===== src/rtl/addr_dec_pkg.sv =====
package addr_dec_pkg;

  // Address arithmetic is done at a fixed 64-bit width; callers zero-extend.
  localparam int CALC_W = 64;

  // Address lies in the aligned power-of-two window at base.
  function automatic logic win_hit(input logic [CALC_W-1:0] addr,
                                   input logic [CALC_W-1:0] base,
                                   input logic [CALC_W-1:0] span);
    return ((addr & ~(span - 64'd1)) == base);
  endfunction

  // Two half-open ranges share at least one byte.
  function automatic logic windows_overlap(input logic [CALC_W-1:0] b0,
                                           input logic [CALC_W-1:0] s0,
                                           input logic [CALC_W-1:0] b1,
                                           input logic [CALC_W-1:0] s1);
    return (b0 < b1 + s1) && (b1 < b0 + s0);
  endfunction

endpackage


===== src/rtl/dec_match.sv =====
module dec_match
  import addr_dec_pkg::*;
#(
  parameter int NS = 6,
  parameter int AW = 32,
  parameter int DFLT_IDX = 5,
  parameter logic [NS-1:0][AW-1:0] BASES = '0,
  parameter logic [NS-1:0][AW-1:0] SPANS = '0
) (
  input  logic [AW-1:0] addr,
  output logic [NS-1:0] tgt,
  output logic          miss
);

  function automatic int widest_window();
    int best = 0;
    for (int i = 1; i < NS; i++)
      if (SPANS[i] > SPANS[best]) best = i;
    return best;
  endfunction

  localparam int FALLBACK = (DFLT_IDX >= 0) ? DFLT_IDX : widest_window();
  localparam logic [NS-1:0] FALLBACK_OH = {{(NS-1){1'b0}}, 1'b1} << FALLBACK;

  logic [NS-1:0] hit_vec;

  for (genvar gi = 0; gi < NS; gi++) begin : g_win
    assign hit_vec[gi] = win_hit(CALC_W'(addr), CALC_W'(BASES[gi]), CALC_W'(SPANS[gi]));
  end

  assign miss = ~|hit_vec;
  assign tgt  = miss ? FALLBACK_OH : hit_vec;

  // Build-time guards: windows disjoint, fallback index in range.
  initial begin
    for (int i = 0; i < NS; i++) begin
      for (int j = i + 1; j < NS; j++) begin
        p_no_overlap_r1: assert (!windows_overlap(CALC_W'(BASES[i]), CALC_W'(SPANS[i]),
                                                  CALC_W'(BASES[j]), CALC_W'(SPANS[j])))
          else $error("windows %0d and %0d overlap", i, j);
      end
    end
    p_fallback_range_r3: assert (FALLBACK < NS)
      else $error("fallback index %0d out of range", FALLBACK);
  end

endmodule


===== src/rtl/dec_resp.sv =====
module dec_resp #(
  parameter int NS = 6,
  parameter int DW = 64
) (
  input  logic             clk,
  input  logic             rst_n,
  input  logic             rd_accept,
  input  logic [NS-1:0]    tgt,
  input  logic [NS-1:0]    s_rvalid,
  input  logic [NS*DW-1:0] s_rdata,
  output logic             pend,
  output logic             m_rvalid,
  output logic [DW-1:0]    m_rdata
);

  logic          pend_q;
  logic [NS-1:0] pend_tgt_q;
  logic          rv_hit;

  assign rv_hit   = pend_q & |(pend_tgt_q & s_rvalid);
  assign pend     = pend_q;
  assign m_rvalid = rv_hit;

  always_comb begin
    m_rdata = '0;
    for (int i = 0; i < NS; i++)
      if (pend_tgt_q[i]) m_rdata = m_rdata | s_rdata[i*DW +: DW];
  end

  always_ff @(posedge clk or negedge rst_n) begin
    if (!rst_n) begin
      pend_q     <= 1'b0;
      pend_tgt_q <= '0;
    end else if (rd_accept) begin
      pend_q     <= 1'b1;
      pend_tgt_q <= tgt;
    end else if (rv_hit) begin
      pend_q     <= 1'b0;
    end
  end

  // the top never accepts a read while another is in flight.
  p_single_read_r7: assert property (@(posedge clk) disable iff (!rst_n)
    rd_accept |-> !pend_q);

  // the target register holds one responder while waiting.
  p_pend_onehot_r6: assert property (@(posedge clk) disable iff (!rst_n)
    pend_q |-> $onehot0(pend_tgt_q) && (pend_tgt_q != '0));

endmodule


===== src/rtl/dec_miss_log.sv =====
module dec_miss_log #(
  parameter int CNT_W = 8
) (
  input  logic             clk,
  input  logic             rst_n,
  input  logic             xfer_accept,
  input  logic             miss,
  output logic             miss_seen,
  output logic [CNT_W-1:0] miss_count
);

  function automatic logic [CNT_W-1:0] sat_inc(input logic [CNT_W-1:0] c);
    return (&c) ? c : c + CNT_W'(1);
  endfunction

  logic miss_evt;
  assign miss_evt = xfer_accept & miss;

  always_ff @(posedge clk or negedge rst_n) begin
    if (!rst_n) begin
      miss_seen  <= 1'b0;
      miss_count <= '0;
    end else if (miss_evt) begin
      miss_seen  <= 1'b1;
      miss_count <= sat_inc(miss_count);
    end
  end

  p_seen_sticky_r9: assert property (@(posedge clk) disable iff (!rst_n)
    miss_seen |=> miss_seen);

  p_count_step_r9: assert property (@(posedge clk) disable iff (!rst_n)
    (miss_count == $past(miss_count)) || (miss_count == $past(miss_count) + CNT_W'(1)));

  p_count_flag_r9: assert property (@(posedge clk) disable iff (!rst_n)
    (miss_count != '0) |-> miss_seen);

endmodule


===== src/rtl/addr_decoder_dflt.sv =====
module addr_decoder_dflt #(
  parameter int NS = 6,
  parameter int AW = 32,
  parameter int DW = 64,
  parameter int CNT_W = 8,
  parameter int DFLT_IDX = 5,
  parameter logic [NS-1:0][AW-1:0] BASES = {32'h0001_0040, 32'h0001_0030, 32'h0001_0020,
                                            32'h0001_0010, 32'h0001_0000, 32'h0000_0000},
  parameter logic [NS-1:0][AW-1:0] SPANS = {32'h0000_0010, 32'h0000_0010, 32'h0000_0010,
                                            32'h0000_0010, 32'h0000_0010, 32'h0001_0000}
) (
  input  logic             clk,
  input  logic             rst_n,
  input  logic             m_read,
  input  logic             m_write,
  input  logic [AW-1:0]    m_addr,
  input  logic [DW-1:0]    m_wdata,
  output logic             m_waitreq,
  output logic [DW-1:0]    m_rdata,
  output logic             m_rvalid,
  output logic [NS-1:0]    s_sel,
  output logic             s_read,
  output logic             s_write,
  output logic [AW-1:0]    s_addr,
  output logic [DW-1:0]    s_wdata,
  input  logic [NS-1:0]    s_waitreq,
  input  logic [NS*DW-1:0] s_rdata,
  input  logic [NS-1:0]    s_rvalid,
  output logic             miss_seen,
  output logic [CNT_W-1:0] miss_count
);

  logic [NS-1:0] tgt;
  logic          miss;
  logic          pend;
  logic          req;
  logic          go;
  logic          sel_wait;
  logic          xfer_accept;
  logic          rd_accept;

  dec_match #(
    .NS(NS), .AW(AW), .DFLT_IDX(DFLT_IDX), .BASES(BASES), .SPANS(SPANS)
  ) u_match (
    .addr (m_addr),
    .tgt  (tgt),
    .miss (miss)
  );

  assign req         = m_read | m_write;
  assign go          = req & ~pend;
  assign sel_wait    = |(tgt & s_waitreq);
  assign m_waitreq   = req & (pend | sel_wait);
  assign xfer_accept = go & ~sel_wait;
  assign rd_accept   = xfer_accept & m_read;

  assign s_sel   = go ? tgt : '0;
  assign s_read  = m_read & go;
  assign s_write = m_write & go;
  assign s_addr  = m_addr;
  assign s_wdata = m_wdata;

  dec_resp #(.NS(NS), .DW(DW)) u_resp (
    .clk       (clk),
    .rst_n     (rst_n),
    .rd_accept (rd_accept),
    .tgt       (tgt),
    .s_rvalid  (s_rvalid),
    .s_rdata   (s_rdata),
    .pend      (pend),
    .m_rvalid  (m_rvalid),
    .m_rdata   (m_rdata)
  );

  dec_miss_log #(.CNT_W(CNT_W)) u_log (
    .clk         (clk),
    .rst_n       (rst_n),
    .xfer_accept (xfer_accept),
    .miss        (miss),
    .miss_seen   (miss_seen),
    .miss_count  (miss_count)
  );

  p_sel_onehot_r2: assert property (@(posedge clk) disable iff (!rst_n)
    $onehot0(s_sel));

  p_idle_nosel_r2: assert property (@(posedge clk) disable iff (!rst_n)
    !(m_read || m_write) |-> (s_sel == '0) && !m_waitreq);

  p_accept_one_r2: assert property (@(posedge clk) disable iff (!rst_n)
    ((m_read || m_write) && !m_waitreq) |-> ($countones(s_sel) == 1));

  p_stall_pending_r7: assert property (@(posedge clk) disable iff (!rst_n)
    (pend && (m_read || m_write)) |-> m_waitreq && (s_sel == '0));

  p_miss_fallback_r3: assert property (@(posedge clk) disable iff (!rst_n)
    (miss && !pend && (m_read || m_write)) |-> (s_sel == tgt) && !$onehot0(~tgt));

endmodule


===== config.mk =====
export PLATFORM = sky130hd
export DESIGN_NAME = addr_decoder_dflt
export DESIGN_NICKNAME = d
export VERILOG_FILES = /design/src/rtl/addr_dec_pkg.sv /design/src/rtl/dec_match.sv /design/src/rtl/dec_resp.sv /design/src/rtl/dec_miss_log.sv /design/src/rtl/addr_decoder_dflt.sv
export SDC_FILE = /design/constraint.sdc
export NUM_CORES = 1
export LEC_CHECK = 0
export BUFFER_PORTS_ARGS = -buffer_cell sky130_fd_sc_hd__buf_4
export CAP_MARGIN = 10
export CORE_AREA = 2 2 261 263
export CTS_CLUSTER_SIZE = 40
export DETAILED_ROUTE_END_ITERATION = 10
export DIE_AREA = 0 0 263 265
export HOLD_SLACK_MARGIN = 0.06
export MAX_ROUTING_LAYER = met4
export SLEW_MARGIN = 25
export SYNTH_ARGS = -nofsm -noshare
export SYNTH_HDL_FRONTEND = slang
export SYNTH_HIERARCHICAL = 1
export SYNTH_SLANG_ARGS = --single-unit

===== constraint.sdc =====
create_clock -name clk -period 1.95 [get_ports clk]
set_input_delay 0.195 -clock clk [delete_from_list [all_inputs] [get_ports clk]]
set_output_delay 0.195 -clock clk [all_outputs]
set_load 0.02 [all_outputs]

==> results.cfg, run 1 <==
[min_path]
hp-class = primary input to async pin

[floorplanning]
dieArea_um2 = 69700
die_height_um = 265
start_util_pct = 5.65
design.core.area_um2 = 66800
ios = 675
num_rows = 95
die_x_um = 263

[power]
intPower_mw = 1.62
p_leak_nw = 3.92
p_sw_mw = 0.907
irDropWorstVdd_mv = 0.247
comb_power_share_pct = 63.2
seqPwrFrac_pct = 20.5
clkPwrFrac_pct = 16.3
switching_share_pct = 36.0
power_density_nw_per_um2 = 286

[routing]
wl_met2_um = 18700
wl_met1_um = 14500
ant_nets = 0
drc_errors = 0
drt_iter0_drc = 292
route.vias.total = 6256
firstDrtPassIters = 5
wirelength_um = 40600
top_layer_used = met4
viasPerCell = 3.40
wl_per_cell_um = 22.1
wl_met3_um = 6070

[global_route]
grt_pass1_vias = 6287
overflow = 0
grt_pass1_wl_um = 52100
antenna_found_initial = 35
grt_max_degree = 44
grt_use_total_pct = 11.2

[clock_tree]
clkSinkCount = 16
cts_tree = yes
cts_buffers = 3
worstSkewPairLatency_ps = 250
cts_htree_levels = 1
cts.clk_slew.worst_paths_ps = 50
cts_buffer_depth = 2
root_buffer = clkbuf_16

[timing]
rsz0062_at_grt = true
fin_ws_ps = -273
min_period_over_period_pct = 114
setup_viol = 16
final.setup_skew_ps = 3.28
hold_viol_final = 0
period_needed_ps = 2220
tns_ps = -3070
maxSlewViolCount = 0
slew_headroom_pct = 57.7
timing_worst_slew_pin_value_ps = 634
max_freq_mhz = 450

[synthesis]
synth_area_leaders = a22oi_1 39%, buf_4 19%, dfrtp_1 11%
syn_area_um2 = 3770
synth-edff-count = 0
synth-seq-area-share_pct = 10.6
ys_async_sr_fraction_pct = 100
synth_cells = 486
yosysWarnings = 6
synthDistinctLibCells = 41
ys.flop_type = dfrtp_1
ys_ff_latch = 16
syn_avg_cell_area_um2 = 7.76
syn_nets = 983
yosys.area.top_type = a22oi_1
yosys.area.top_type_share_pct = 39.0

[setup_path]
arrival_ps = 2350
end_kind = register
criticalPathCategory = primary input to register
start_kind = primary input
required_ps = 2080
worstPathMaxFanout = 4

[status]
violations = setup timing
status = complete, but fails checks

[placement]
dp_slack_ps = -570
port_buffers = 538
gp_congestion = 0.867
post-dp-hpwl_um = 35500

[final_layout]
syn_to_final_growth_pct = 134
ff_latch_area_um2 = 423
multi_input_area_um2 = 2520
drive_above_1_share_pct = 67.8
final_net_count = 1440
fill_cells = 7726

[flow_run]
maxCapViolations = 0
==> stage by stage <==
step	power [mW]	std cells	instance area, um^2	hold WS (ps)	utilization, %
final	2.52	1839	8810	367	13.2
after global routing	2.68	1839	8810	390	13.2
after CTS	2.52	1811	8650	370	13.0
after detailed placement	2.07	1802	8410	73.4	12.6
after global placement	2.06	1802	8410	71.2	12.6
after floorplan	1.17	486	3800	-101	-
==> final cells by class <==
| type | count | area share (%) |
|---|---|---|
| Antenna cell | 24 | 0.681 |
| Inverter | 3 | 0.128 |
| Sequential cell | 16 | 4.80 |
| Tap cell | 873 | 12.4 |
| Timing Repair Buffer | 591 | 52.6 |
| Clock buffer | 4 | 0.894 |
| Multi-Input combinational cell | 328 | 28.5 |
==> cell usage after synthesis, types with 2 or more instances <==
master and count:
o211ai_1 2, nor4_1 2, and2_1 6, buf_4 98, buf_2 29, nor3_1 2, buf_6 9, nor4b_2 2
mux2_2 7, nand3_1 65, a22oi_1 196, nor2_1 5, nand2_1 2, a21o_2 2, nand4_2 2, buf_1 3
a31oi_1 3, nand4_1 3, and4_1 2, inv_1 3, nor4_2 3, a21oi_1 2, xnor2_1 4, dfrtp_1 16
nor2b_1 2
==> worst max-delay path, stage by stage <==
cell	delay [ps]
buf_6	100
nor4_4	290
nand4b_1	200
buf_4	210
nor4_4	290
buf_4	170
a21oi_4	60
and4b_2	280
buf_4	150
o211ai_4	70
mux2_4	310
==> power by group through the flow <==
stage	clock [mW]	sequential (mW)	combinational, mW
2_1_floorplan	0	0.557	0.615
3_3_place_gp	0	0.524	1.53
3_5_place_dp	0	0.518	1.55
4_1_cts	0.417	0.522	1.58
5_1_grt	0.441	0.536	1.70
6_report	0.412	0.518	1.59
==> per-layer routing <==
layer  up-vias  global-route usage [%]
met5         -                       -
met4         0                    3.71
met3        56                    6.89
met2       534                    17.9
met1      2863                    11.2
li1       2803                       -
==> registers in the layout, indices dropped and copies added, names as in the netlist <==
register           count
u_log/miss_count       8
u_resp/pend            1
u_resp/pend_tgt_q      6
u_log/miss_seen        1
==> what timing repair did <==
item / 4_1_cts / 5_1_grt
pin swaps: 20 / 6
hold buffers: 1 / 0
setup buffers: 4 / 5
resized for setup: 28 / 14
endpoints found under the hold margin: 16 / 0
setup endpoints to repair: 24 / 22
==> final timing paths <==
check                                startpoint                    to  slack [ps]  cells past startpoint
min in group clk                    m_wdata[47]           s_wdata[47]         390                      0
worst min-delay path                      rst_n       u_log/miss_seen         370                      2
worst max register to register      u_resp/pend   u_log/miss_count[6]         390                      5
max in group asynchronous                 rst_n  u_resp/pend_tgt_q[5]        1370                      2
worst min register to register  u_log/miss_seen       u_log/miss_seen         460                      1
worst max-delay path                 m_addr[11]   u_log/miss_count[1]        -270                     11
==> cell usage in the layout, fill, tap and decap left out, types with 4 or more instances in the layout <==
cell type	instances
buf_6	14
nor2_1	5
a22oi_1	190
nand3_1	65
mux2_2	6
dfrtp_4	6
and2_1	4
diode_2	24
xnor2_1	4
dfrtp_1	10
buf_4	563
nor4_4	5
buf_12	10
a22oi_2	6
==> logic make-up (layout without fill, tap and decap cells) <==
group | Yosys count | in the layout | share of synthesized area [%]
multiplexers | 8 | 8 | 2.39
other | 0 | 24 | 0
AO/OA/AOI/OAI | 212 | 212 | 42.4
adder cells (fa/ha/maj) | 1 | 1 | 0.332
buffers and inverters | 142 | 598 | 26.6
XOR/XNOR | 5 | 5 | 1.16
flip-flops | 16 | 16 | 10.6
AND/OR/NAND/NOR | 102 | 102 | 16.5
Note: power is estimated with default switching activity, not from simulation.
==> run 2, diff against run 1 <==
Settings changed: REMOVE_ABC_BUFFERS set to 1.
==> results.cfg, run 2 (synthesis gave the netlist of run 1 again) <==
[setup_path]
crit_buf_inv = 3
cp_top_family = simple AND/OR/NAND/NOR gates
required_ps = 2120
worstPathMaxFanout = 7
path_cells = buf_8, nor4_4, nand4_4, buf_4, nor3_2, a222oi_1, and4b_2, buf_6, and4_4, o211ai_1, xnor2_1
slowest_delay_ps = 360
criticalPathCategory = primary input to register
crit_slowest_cell = nor4_4
start_kind = primary input
end_kind = register
arrival_ps = 2350

[floorplanning]
num_rows = 95
die_height_um = 265
die_x_um = 263
design.core.area_um2 = 66800
dieArea_um2 = 69700
start_util_pct = 5.65
ios = 675

[timing]
tns_ps = -2190
maxSlewViolCount = 0
rsz0062_at_grt = true
slew_headroom_pct = 68.7
period_needed_ps = 2180
timing_worst_slew_pin_value_ps = 469
min_period_over_period_pct = 112
max_freq_mhz = 458
fin_ws_ps = -234
final.setup_skew_ps = 1.15
hold_viol_final = 0
setup_viol = 17

[final_layout]
final_common_cell = buf_4
top_regs = u_log/miss_count x8, u_resp/pend_tgt_q x6
syn_to_final_growth_pct = 128
top_register = u_log/miss_count
drive_above_1_share_pct = 67.1
fill_cells = 7681
mostFrequentLayoutCells = 558 x buf_4, 194 x a22oi_1, 65 x nand3_1
multi_input_area_um2 = 2510
final_net_count = 1427
ff_latch_area_um2 = 413
largest_register_ffs = 8
layout.cells.non_filler = 1809

[clock_tree]
worstSkewPairLatency_ps = 250
cts_buffer_depth = 2
cts_tree = yes
cts_htree_levels = 1
clkSinkCount = 16
root_buffer = clkbuf_16
cts.clk_slew.worst_paths_ps = 50
cts_buffers = 3

[global_route]
grt_pass1_vias = 6133
overflow = 0
grt_max_degree = 67
antenna_found_initial = 8
grt_use_total_pct = 9.42
grt_pass1_wl_um = 45600

[routing]
drt_iter0_drc = 379
wirelength_um = 35100
drc_errors = 0
wl_per_cell_um = 19.4
route.vias.total = 6248
ant_nets = 0
viasPerCell = 3.45
firstDrtPassIters = 5

[power]
irDropWorstVdd_mv = 0.296
power_density_nw_per_um2 = 293
p_leak_nw = 3.85

[status]
status = complete, but fails checks
violations = setup timing

[placement]
dp_cells = 1791
port_buffers = 538
post-dp-hpwl_um = 28900
gp_congestion = 0.766

[flow_run]
maxCapViolations = 0

[min_path]
hp-class = primary input to async pin
==> run 2: changes by cell type in the layout (fill, tap and decap cells not counted), sizes merged <==
cell,change
diode,-17
buf,-12
clkbuf,-1
==> run 2: final timing paths <==
path / cells after the start / slack, ps / start / end
max in group asynchronous: 2 / 1350 / rst_n / u_resp/pend_tgt_q[1]
hold reg to reg: 1 / 460 / u_log/miss_seen / u_log/miss_seen
min in group clk: 3 / 380 / s_rvalid[2] / u_resp/pend
setup reg to reg: 6 / 300 / u_resp/pend / u_log/miss_count[7]
hold / removal: 2 / 380 / rst_n / u_log/miss_count[1]
setup / recovery: 11 / -230 / m_addr[22] / u_log/miss_count[3]
==> run 2: layout make-up <==
class / count / area share, %
Timing Repair Buffer: 578 / 52.0
Multi-Input combinational cell: 328 / 29.2
Tap cell: 873 / 12.7
Sequential cell: 16 / 4.80
Clock buffer: 4 / 0.916
Antenna cell: 7 / 0.204
Inverter: 3 / 0.131
==> run 2: power breakdown <==
part | internal, mW | switching, mW | total (mW)
registers | 0.396 | 0.111 | 0.507
clock network | 0.278 | 0.134 | 0.412
logic | 0.937 | 0.668 | 1.61
==> run 2: repair_timing <==
item	4_1_cts	5_1_grt
resized for setup	30	8
pin swaps	9	10
buffers inserted	4	3
hold buffers	1	0
endpoints found under the hold margin	16	0
endpoints found under the setup margin	17	19
==> run 2: metal layers <==
metal | wire, um | track usage, % | part of all wire [%] | vias to the layer above
met4 | 930 | 2.19 | 2.7 | 0
met1 | 12800 | 10.0 | 37 | 2860
met2 | 14700 | 13.7 | 42 | 583
met3 | 6590 | 7.25 | 19 | 54
li1 | - | - | - | 2751
met5 | 0 | - | 0 | -
==> run 2: through the flow <==
step / hold slack, ps / power [mW] / utilization [%] / worst slack [ps] / area (um^2)
after global placement: 74.7 / 2.06 / 12.4 / -473 / 8260
after floorplan: -101 / 0.881 / - / -246 / 2780
final: 376 / 2.52 / 12.9 / -234 / 8600
after detailed placement: 78.4 / 2.06 / 12.4 / -537 / 8260
after CTS: 385 / 2.54 / 12.8 / -82.3 / 8540
after global routing: 390 / 2.66 / 12.9 / -290 / 8600
